## src/rtl/lsemu_pkg.sv

```systemverilog
package lsemu_pkg;

  typedef enum logic {
    ST_IDLE = 1'b0,
    ST_RUN  = 1'b1
  } seq_state_e;

  localparam int LANES    = 4;
  localparam int GRAY_W   = 8;
  localparam int BYTE_PIX = 8;

  // Fixed pattern content: byte b of row r is (r + 3*b) mod 256
  function automatic logic [7:0] pattern_byte(input logic [31:0] row,
                                              input logic [31:0] gbyte);
    logic [31:0] sum;
    sum = row + 32'd3 * gbyte;
    return sum[7:0];
  endfunction

endpackage

```

## src/rtl/lsemu_rom.sv

```systemverilog
// One dual-port bank of the read-only pattern store (half of each row).
module lsemu_rom #(
  parameter int ROW_W     = 10,
  parameter int BYTE_W    = 6,
  parameter int BANK_BASE = 0
) (
  input  logic                   clk,
  input  logic                   rst_n,
  input  logic                   en_i,
  input  logic [1:0][ROW_W-1:0]  row_i,
  input  logic [1:0][BYTE_W-1:0] byte_i,
  output logic [1:0][7:0]        q_o
);
  logic [1:0][7:0] rd_d;

  always_comb begin
    for (int p = 0; p < 2; p++) begin
      rd_d[p] = lsemu_pkg::pattern_byte(32'(row_i[p]),
                                        32'(BANK_BASE) + 32'(byte_i[p]));
    end
  end

  always_ff @(posedge clk or negedge rst_n) begin
    if (!rst_n) begin
      q_o <= '0;
    end else if (en_i) begin
      q_o <= rd_d;
    end
  end
endmodule

```

## src/rtl/lsemu_seq.sv

```systemverilog
// Frame sequencer: pixel replication, column, line replication and row counters.
module lsemu_seq #(
  parameter int QPIX  = 176,
  parameter int REP   = 4,
  parameter int LREP  = 4,
  parameter int PAT_H = 704,
  parameter int PW    = $clog2(QPIX),
  parameter int RW    = (PAT_H > 1) ? $clog2(PAT_H) : 1
) (
  input  logic          clk,
  input  logic          rst_n,
  input  logic          start_i,
  output logic          v0_o,
  output logic          sol0_o,
  output logic          sof0_o,
  output logic          last0_o,
  output logic [RW-1:0] row_o,
  output logic [PW-1:0] pix_o
);
  import lsemu_pkg::*;

  localparam int REP_W = (REP > 1) ? $clog2(REP) : 1;
  localparam int LW    = (LREP > 1) ? $clog2(LREP) : 1;

  seq_state_e       state_q, state_d;
  logic [REP_W-1:0] rep_q, rep_d;
  logic [PW-1:0]    p_q, p_d;
  logic [LW-1:0]    lrep_q, lrep_d;
  logic [RW-1:0]    row_q, row_d;

  logic rep_wrap, p_wrap, lrep_wrap, row_wrap;

  assign rep_wrap  = (rep_q  == REP_W'(REP - 1));
  assign p_wrap    = (p_q    == PW'(QPIX - 1));
  assign lrep_wrap = (lrep_q == LW'(LREP - 1));
  assign row_wrap  = (row_q  == RW'(PAT_H - 1));

  always_comb begin
    state_d = state_q;
    rep_d   = rep_q;
    p_d     = p_q;
    lrep_d  = lrep_q;
    row_d   = row_q;
    case (state_q)
      ST_IDLE: begin
        if (start_i) state_d = ST_RUN;
      end
      ST_RUN: begin
        if (!rep_wrap) begin
          rep_d = rep_q + REP_W'(1);
        end else begin
          rep_d = '0;
          if (!p_wrap) begin
            p_d = p_q + PW'(1);
          end else begin
            p_d = '0;
            if (!lrep_wrap) begin
              lrep_d = lrep_q + LW'(1);
            end else begin
              lrep_d = '0;
              if (!row_wrap) begin
                row_d = row_q + RW'(1);
              end else begin
                row_d   = '0;
                state_d = ST_IDLE;
              end
            end
          end
        end
      end
      default: state_d = ST_IDLE;
    endcase
  end

  always_ff @(posedge clk or negedge rst_n) begin
    if (!rst_n) begin
      state_q <= ST_IDLE;
      rep_q   <= '0;
      p_q     <= '0;
      lrep_q  <= '0;
      row_q   <= '0;
    end else begin
      state_q <= state_d;
      rep_q   <= rep_d;
      p_q     <= p_d;
      lrep_q  <= lrep_d;
      row_q   <= row_d;
    end
  end

  assign v0_o    = (state_q == ST_RUN);
  assign sol0_o  = v0_o && (rep_q == '0) && (p_q == '0);
  assign sof0_o  = sol0_o && (lrep_q == '0) && (row_q == '0);
  assign last0_o = v0_o && rep_wrap && p_wrap && lrep_wrap && row_wrap;
  assign row_o   = row_q;
  assign pix_o   = p_q;

  // a start seen mid-frame must not restart the frame
  assert_start_ignored_R9: assert property (@(posedge clk) disable iff (!rst_n)
    (v0_o && !last0_o && start_i) |=> (v0_o && !sof0_o));

endmodule

```

## src/rtl/lsemu_pixout.sv

```systemverilog
// Bit pick, gray expansion and output registers.
module lsemu_pixout #(
  parameter int LANES = 4
) (
  input  logic                  clk,
  input  logic                  rst_n,
  input  logic                  v_i,
  input  logic                  sol_i,
  input  logic                  sof_i,
  input  logic                  last_i,
  input  logic [2:0]            bit_i,
  input  logic [LANES-1:0][7:0] bytes_i,
  output logic [LANES-1:0][7:0] pix_o,
  output logic                  valid_o,
  output logic                  sol_o,
  output logic                  sof_o,
  output logic                  done_o
);
  logic [LANES-1:0][7:0] pix_d;
  logic                  last_q;

  always_comb begin
    for (int s = 0; s < LANES; s++) begin
      pix_d[s] = bytes_i[s][bit_i] ? 8'hFF : 8'h00;
    end
  end

  always_ff @(posedge clk or negedge rst_n) begin
    if (!rst_n) begin
      pix_o   <= '0;
      valid_o <= 1'b0;
      sol_o   <= 1'b0;
      sof_o   <= 1'b0;
      last_q  <= 1'b0;
      done_o  <= 1'b0;
    end else begin
      pix_o   <= v_i ? pix_d : '0;
      valid_o <= v_i;
      sol_o   <= v_i && sol_i;
      sof_o   <= v_i && sof_i;
      last_q  <= v_i && last_i;
      done_o  <= valid_o && last_q;
    end
  end

  for (genvar g = 0; g < LANES; g++) begin : g_lane_chk
    // only full-scale black or white leaves the block
    assert_gray_levels_R6: assert property (@(posedge clk) disable iff (!rst_n)
      valid_o |-> (pix_o[g] == 8'h00 || pix_o[g] == 8'hFF));
  end

endmodule

```

## src/rtl/linescan_pattern_emu.sv

```systemverilog
module linescan_pattern_emu #(
  parameter int PAT_W = 704,
  parameter int PAT_H = 704,
  parameter int REP   = 4,
  parameter int LREP  = 4
) (
  input  logic                                      clk,
  input  logic                                      rst_n,
  input  logic                                      start_i,
  output logic [lsemu_pkg::LANES*lsemu_pkg::GRAY_W-1:0] pix_o,
  output logic                                      pix_valid_o,
  output logic                                      line_start_o,
  output logic                                      frame_start_o,
  output logic                                      frame_done_o
);
  import lsemu_pkg::*;

  localparam int QPIX       = PAT_W / LANES;
  localparam int QBYTES     = QPIX / BYTE_PIX;
  localparam int HALF_BYTES = 2 * QBYTES;
  localparam int PW         = $clog2(QPIX);
  localparam int RW         = (PAT_H > 1) ? $clog2(PAT_H) : 1;
  localparam int BYTE_W     = (HALF_BYTES > 1) ? $clog2(HALF_BYTES) : 1;

  logic          v0, sol0, sof0, last0;
  logic [RW-1:0] row0;
  logic [PW-1:0] p0;

  lsemu_seq #(
    .QPIX (QPIX),
    .REP  (REP),
    .LREP (LREP),
    .PAT_H(PAT_H),
    .PW   (PW),
    .RW   (RW)
  ) u_seq (
    .clk    (clk),
    .rst_n  (rst_n),
    .start_i(start_i),
    .v0_o   (v0),
    .sol0_o (sol0),
    .sof0_o (sof0),
    .last0_o(last0),
    .row_o  (row0),
    .pix_o  (p0)
  );

  // Each of the four lanes reads its quarter; lanes 0,1 on bank 0, lanes 2,3 on bank 1
  logic [BYTE_W-1:0]     qbyte;
  logic [LANES-1:0][7:0] lane_byte;

  assign qbyte = BYTE_W'(p0 >> 3);

  for (genvar b = 0; b < 2; b++) begin : g_bank
    logic [1:0][RW-1:0]     row_a;
    logic [1:0][BYTE_W-1:0] byte_a;
    logic [1:0][7:0]        q;

    for (genvar p = 0; p < 2; p++) begin : g_port
      assign row_a[p]  = row0;
      assign byte_a[p] = BYTE_W'(p * QBYTES) + qbyte;
      assign lane_byte[2*b + p] = q[p];
    end

    lsemu_rom #(
      .ROW_W    (RW),
      .BYTE_W   (BYTE_W),
      .BANK_BASE(b * HALF_BYTES)
    ) u_rom (
      .clk   (clk),
      .rst_n (rst_n),
      .en_i  (v0),
      .row_i (row_a),
      .byte_i(byte_a),
      .q_o   (q)
    );
  end

  // Stage 1: control aligned with the bank read registers
  logic       v1, sol1, sof1, last1;
  logic [2:0] bit1;

  always_ff @(posedge clk or negedge rst_n) begin
    if (!rst_n) begin
      v1    <= 1'b0;
      sol1  <= 1'b0;
      sof1  <= 1'b0;
      last1 <= 1'b0;
      bit1  <= '0;
    end else begin
      v1    <= v0;
      sol1  <= sol0;
      sof1  <= sof0;
      last1 <= last0;
      if (v0) bit1 <= p0[2:0];
    end
  end

  logic [LANES-1:0][7:0] pix_lanes;

  lsemu_pixout #(.LANES(LANES)) u_out (
    .clk    (clk),
    .rst_n  (rst_n),
    .v_i    (v1),
    .sol_i  (sol1),
    .sof_i  (sof1),
    .last_i (last1),
    .bit_i  (bit1),
    .bytes_i(lane_byte),
    .pix_o  (pix_lanes),
    .valid_o(pix_valid_o),
    .sol_o  (line_start_o),
    .sof_o  (frame_start_o),
    .done_o (frame_done_o)
  );

  assign pix_o = pix_lanes;

  // the stream only ever begins at a frame start
  assert_valid_rise_sof_R2: assert property (@(posedge clk) disable iff (!rst_n)
    $rose(pix_valid_o) |-> (frame_start_o && line_start_o));

  // a frame start is always a valid line start
  assert_sof_on_sol_R5: assert property (@(posedge clk) disable iff (!rst_n)
    frame_start_o |-> (line_start_o && pix_valid_o));

  // done comes right after a valid word, in an idle cycle
  assert_done_after_last_R8: assert property (@(posedge clk) disable iff (!rst_n)
    frame_done_o |-> (!pix_valid_o && $past(pix_valid_o)));

endmodule

```

## config.mk

```make
export PLATFORM = sky130hd
export DESIGN_NAME = linescan_pattern_emu
export DESIGN_NICKNAME = d
export VERILOG_FILES = /design/src/rtl/lsemu_pkg.sv /design/src/rtl/lsemu_rom.sv /design/src/rtl/lsemu_seq.sv /design/src/rtl/lsemu_pixout.sv /design/src/rtl/linescan_pattern_emu.sv
export SDC_FILE = /design/constraint.sdc
export NUM_CORES = 1
export LEC_CHECK = 0
export ABC_AREA = 1
export BUFFER_PORTS_ARGS = -buffer_cell sky130_fd_sc_hd__buf_4
export CAP_MARGIN = 20
export CORE_UTILIZATION = 45
export CTS_BUF_LIST = sky130_fd_sc_hd__clkbuf_4 sky130_fd_sc_hd__clkbuf_8 sky130_fd_sc_hd__clkbuf_16
export DETAILED_ROUTE_END_ITERATION = 8
export HOLD_SLACK_MARGIN = 0.12
export SYNTH_ARGS = -nofsm -noshare
export SYNTH_HDL_FRONTEND = slang
export SYNTH_SLANG_ARGS = --single-unit
```

## constraint.sdc

```tcl
create_clock -name clk -period 5 [get_ports clk]
set_clock_uncertainty 0.1 [all_clocks]
set_input_delay 0.5 -clock clk [delete_from_list [all_inputs] [get_ports clk]]
set_output_delay 0.5 -clock clk [all_outputs]
set_load 0.005 [all_outputs]
```

# Yosys cells after proc, flatten, opt, wreduce, memory -nomap -nowiden
# Index checks and enable logic that the tools add are counted.
word_totals:
  ff_bits: 99
  wordCells: 86
classes:
  n_bitwise: 1
  n_reduce_logical: 19
  n_eq_ne: 4
  order_cmp: 1
  n_addsub: 11
  mux: 23
  multipliers: 4
ops:
  columns: ["cell", "n"]
  rows:
  - ["$mul 2x32->8 const A", 2]
  - ["$mux 8", 5]
  - ["$add 8x8->8", 4]
  - ["$mux 32", 1]
  - ["$bmux 1 s3", 4]
  - ["$logic_and 1x1->1", 12]
  - ["$add 10x1->10 const B", 1]
  - ["$eq 10x10->1 const B", 1]
  - ["$logic_not 10->1", 1]
  - ["$mux 10", 1]
  - ["$mux 1", 9]
  - ["$add 8x1->8 const B", 1]
  - ["$eq 8x8->1 const B", 1]
  - ["$logic_not 8->1", 1]
  - ["$mul 2x6->8 const A", 1]
  - ["$add 6x5->7 const A", 1]
  - ["$add 6x6->7 const A", 1]
  - ["$mul 2x5->7 const A", 1]
  - ["$add 5x5->6 const A", 1]
  - ["$add 2x1->2 const B", 2]
  - ["$eq 2x2->1 const B", 2]
  - ["$logic_not 2->1", 2]
  - ["$lt 3x4->1 const B", 1]
  - ["$mux 2", 2]
  - ["other kinds (5)", 5]

# Logic depth before layout (Yosys ltp)
depth:
  word_depth: 6
  ltp_mapped: 22
  mapped_depth_nobuf: 22

# Cells and area by module
# A second synthesis with hierarchy kept.
hier_totals:
  hier_cells: 731
  area_unflattened_um2: 5644.2
by_module_without_submodules:
  columns: ["mod", "instances", "area_per_inst_um2", "cells_each", "seq_area_each_um2"]
  rows:
  - ["lsemu_rom at g_bank[1].u_rom", 1, 1600.3, 198, 400.4]
  - ["lsemu_seq", 1, 1428.9, 183, 575.6]
  - ["lsemu_rom at g_bank[0].u_rom", 1, 1408.9, 168, 400.4]
  - ["lsemu_pixout", 1, 919.6, 152, 225.2]
  - ["linescan_pattern_emu", 1, 286.5, 30, 175.2]

# Worst setup path after synthesis
# OpenSTA, ideal clock, no wires.
synth_timing:
  path_type: "reg-to-reg"
  start: "reg u_seq.p_q[4] (netlist: u_seq.pix_o[4])"
  end: "reg g_bank[1].u_rom.q_o[14] in the netlist's numbering"
  period_less_slack_ns: 3.520
  path_buffers: 0
  path_slack_ns: 1.480
  t_arrival_ns: 3.302
  stages_incl_launch_ff: 22
  cell_sequence: "dfrtp_1 inv_1 ha_1 xor2_1 inv_1 ha_1 inv_1 nand2_1 inv_1 nand2_1 nand2_1 xor2_1 inv_1 ha_1 ha_1 nand2_1 inv_1 nand2_1 nand3_1 or2_2 nand3_1 nand2_1"
synth_via:
  elab_chain_cells: 4
synth_lines:
  columns: ["item", "line", "text"]
  rows:
  - ["start: declaration", "lsemu_seq.sv:27", "logic [PW-1:0] p_q, p_d;"]
  - ["start signal: assignment", "lsemu_seq.sv:85", "p_q <= p_d;"]
  - ["$add 5x5->6", "linescan_pattern_emu.sv:61", "assign byte_a[p] = BYTE_W'(p * QBYTES) + qbyte;"]
  - ["$add 6x6->7", "lsemu_rom.sv:19", "32'(BANK_BASE) + 32'(byte_i[p]));"]
  - ["$mul 2x32->8", "lsemu_pkg.sv:16", "sum = row + 32'd3 * gbyte;"]
  - ["$add 8x8->8", "lsemu_pkg.sv:16", null]
  - ["end signal: assignment", "lsemu_rom.sv:27", "q_o <= rd_d;"]
  - ["end: declaration", "lsemu_rom.sv:12", "output logic [1:0][7:0] q_o"]
# No other way between the ends.
# A chain may end at the register's enable or synchronous reset.

# Final worst setup path
# Ends and elaborated chain as after synthesis.

==> metrics.txt <==
status completed; share of the synthesized area in the top cell type 32.4%; M1 WL about 5.6 mm; r2r endpoint g_bank[1].u_rom.q_o[14]$_DFFE_PN0P_; final hold slack about 150 ps; DP HPWL 8.78 mm; WL met2 5.24 mm; Period minus WS final approximately 4000 ps; Nets 706; f_max ~250 MHz; initial antenna violation count 0; Setup TNS Final 0 ps; Via Count between 3k and 4k; slack of the worst reg-to-reg path around 1000 ps; H-tree Lvls 3; GRT overflow 0; clk slew on worst S/H paths approximately 60 ps; worst r2r src u_seq.pix_o[4]$_DFFE_PN0P_; met3 wire len ~480 um; wire per inst roughly 15 um; Post-CTS Resized 0; cell area power density approximately 500 mW/mm2; largest net degree at the start of global routing 67; actual slew at the worst max-slew pin 994 ps; critical path peak fanout 9; vias in the first global route between 3k and 4k; Synth async-reset ratio between 90% and 100%; die extent in x between 100 and 150 um; Buffers on Ports 38; Pre-antenna DRT Iters 5; clk_lat worst skew approximately 350 ps; drt total wl about 12 mm; post-synth cell types 38; CP most frequent cell inv_1; Critical Path Source Type flop; R2R depth 19; final hold vios 0; leakage power ~0.003 uW; max-slew violation count 0; WP data required ~5000 ps; crit-path cells inv_1 > ha_1 > xor2_1 > inv_1 > ha_1 > inv_1 > nand2_1 > inv_1 > nand2_1 > nand2_1 > xor2_1 > inv_1 > ha_1 > ha_1 > a21oi_1 > nand3_1 > or2_2 > nand3_1 > nand2_1; Inst Count DP 764; Cell Count, Final, Fillers Out 780; area of the mapped netlist 0.00509 mm2; adder-cell share of the synthesized area between 10% and 20%; number of CTS-inserted buffers 9; setup bufs post-CTS 0; multiplexer share of the synthesized area 0%; Critical Path Max Stage Delay around 560 ps; largest cells by area after synthesis dfrtp_1, ha_1, nand2_1; Die ar. ~0.012 mm2; CTS tree built; I/O pins 39; register bit total from synthesis 66; Final Setup Violations 0; Hold WC Path Type input pin to asynchronous set/reset pin; critical path class flop to flop; Vias/cell between 5 and 6; Post-synth EDFFs 0; die span in y 108 um; pre-CTS WS about 1100 ps; layout cells sized above 1 a little under an eighth; Syn-to-layout area delta 10.4%; CTS Hold Bufs 0; sequential area share after synthesis about a third; TritonCTS sink count 66; Worst slew margin approximately a third; final worst slack 1040 ps; syn avg cell area between 8 and 9 um2; largest family of logic cells by synthesized area simple AND/OR/NAND/NOR gates; Max-Cap Viols 0; syn_nets about 700; xor/xnor cell area share of the yosys netlist under 10%; Starting DRT DRC Count around 210; simple-gate portion of the synthesized area roughly a fifth; row cnt 38; starting density of the core between 40 and 50%; DRC 0; Setup crit end kind flop; GRT Total Usage 22.8%; placer congestion estimate a little under 0.9; WP data arrival slightly above 4000 ps; CTS Root Buffer Type clkbuf_16; crit path to g_bank[1].u_rom.q_o[14]$_DFFE_PN0P_; largest area contributor in the netlist dfrtp_1; peak supply drop between 200 and 300 uV; Post-DRT Antenna Nets 0; synth warn 0; ANT cells 0; cells after synthesis 627; RSZ-0062 raised after global routing false; Critical Path Source u_seq.pix_o[4]$_DFFE_PN0P_; Worst path slowest cell dfrtp_1; # fillers around 1.1k; CTS max path bufs 2; Post-synth top flop dfrtp_1; first-pass GRT wire length between 15 and 20 mm; Compound-Gate Fraction of Synth Area between 10% and 20%; highest metal used met4; Core Area roughly 0.011 mm2; final worst-path cycle share between 70% and 80%
-- cell type report --
class	count	area (um2)	share of cell area, %
multi-input combinational	424	2810	49.9
sequential	66	1650	29.4
inverter	95	362	6.43
timing repair buffer	39	293	5.21
clock buffer	12	260	4.63
tap	140	175	3.11
clock inverter	4	73.8	1.31
-- critical path, delay by kind of cell, from the launching register on --
family	cells	cell delay, ps
xor gates and xnor gates	2	470
buffers and inverters	5	650
adders and majority gates	4	1160
AOI/OAI and AO/OA	1	190
DFF	1	560
and+or+nand+nor	7	720
-- layer usage --
layer  vias up  track usage (%)
met5         -                0
met4         0             10.1
met3        19             3.62
met2        93             36.3
met1      1838             30.5
li1       2027                -
-- per-stage QoR --
| step | utilization [%] | area (um2) | power (uW) |
|---|---|---|---|
| global route | 51.4 | 5620 | 3070 |
| global placement | 48.4 | 5290 | 2070 |
| CTS | 51.4 | 5620 | 2830 |
| finish | 51.4 | 5620 | 2800 |
| detailed placement | 48.4 | 5290 | 2100 |
| floorplan | - | 5090 | 1780 |
-- sequential cells by signal, summed over array words and instances (netlist names), 2 cells and up --
name / cells
u_seq.rep_q: 2
bit1: 3
u_seq.pix_o: 8
u_seq.row_o: 10
g_bank.u_rom.q_o: 27
u_seq.lrep_q: 2
u_out.pix_o: 4
-- cell usage after synthesis (5+ instances only) --
cell type and count:
nand2_1 112, or2_2 5, dfrtp_1 66, inv_1 93, nand3_1 34, fa_1 15, nor2_1 31, ha_1 53
xnor2_1 5, a31oi_1 13, nor3_1 8, o21ai_0 64, clkbuf_1 9, buf_4 29, nand4_1 11, a21oi_1 29
xor2_1 15
-- kinds of logic after synthesis --
kind of cell | after synthesis
AO/OA/AOI/OAI | 119
buffers and inverters | 137
adder cells (fa/ha/maj) | 68
XOR/XNOR | 22
AND/OR/NAND/NOR | 215
flip-flops | 66
-- where the power goes --
group	total (uW)	leakage (uW)	internal (uW)	switching [uW]
Combinational	1310	0.00195	571	737
Sequential	783	0.000844	666	118
Clock	708	0.000166	469	239
-- cell usage in the layout, fill, tap and decap left out, types with 2 or more instances in the layout --
| cell type | count |
|---|---|
| nand2_1 | 112 |
| inv_1 | 93 |
| dfrtp_1 | 66 |
| o21ai_0 | 64 |
| ha_1 | 53 |
| buf_4 | 39 |
| nand3_1 | 34 |
| nor2_1 | 31 |
| a21oi_1 | 29 |
| xor2_1 | 15 |
| fa_1 | 15 |
| a31oi_1 | 13 |
| nand4_1 | 11 |
| clkbuf_16 | 9 |
| nor3_1 | 8 |
| xnor2_1 | 5 |
| or2_2 | 5 |
| a21o_1 | 4 |
| o22ai_1 | 4 |
| nor2_4 | 3 |
| xor2_2 | 2 |
| nand3_2 | 2 |
| nor2_8 | 2 |
| and3_1 | 2 |
| a31o_2 | 2 |
| clkbuf_8 | 2 |
| bufinv_16 | 2 |
-- worst min path at each step --
stage / startpoint / end / slack, ps / depth (start not counted)
floorplan: rst_n / bit1[0]$_DFFE_PN0P_ / 100 / 0
global placement: sof1$_DFF_PN0_ / u_out.sof_o$_DFF_PN0_ / 320 / 2
detailed placement: u_out.last_q$_DFF_PN0_ / u_out.done_o$_DFF_PN0_ / 320 / 2
CTS: rst_n / u_out.pix_o[22]$_DFF_PN0_ / 200 / 1
global route: rst_n / u_out.pix_o[22]$_DFF_PN0_ / 240 / 1
finish: rst_n / v1$_DFF_PN0_ / 150 / 1
No activity file was read; power rests on OpenSTA's default activity.
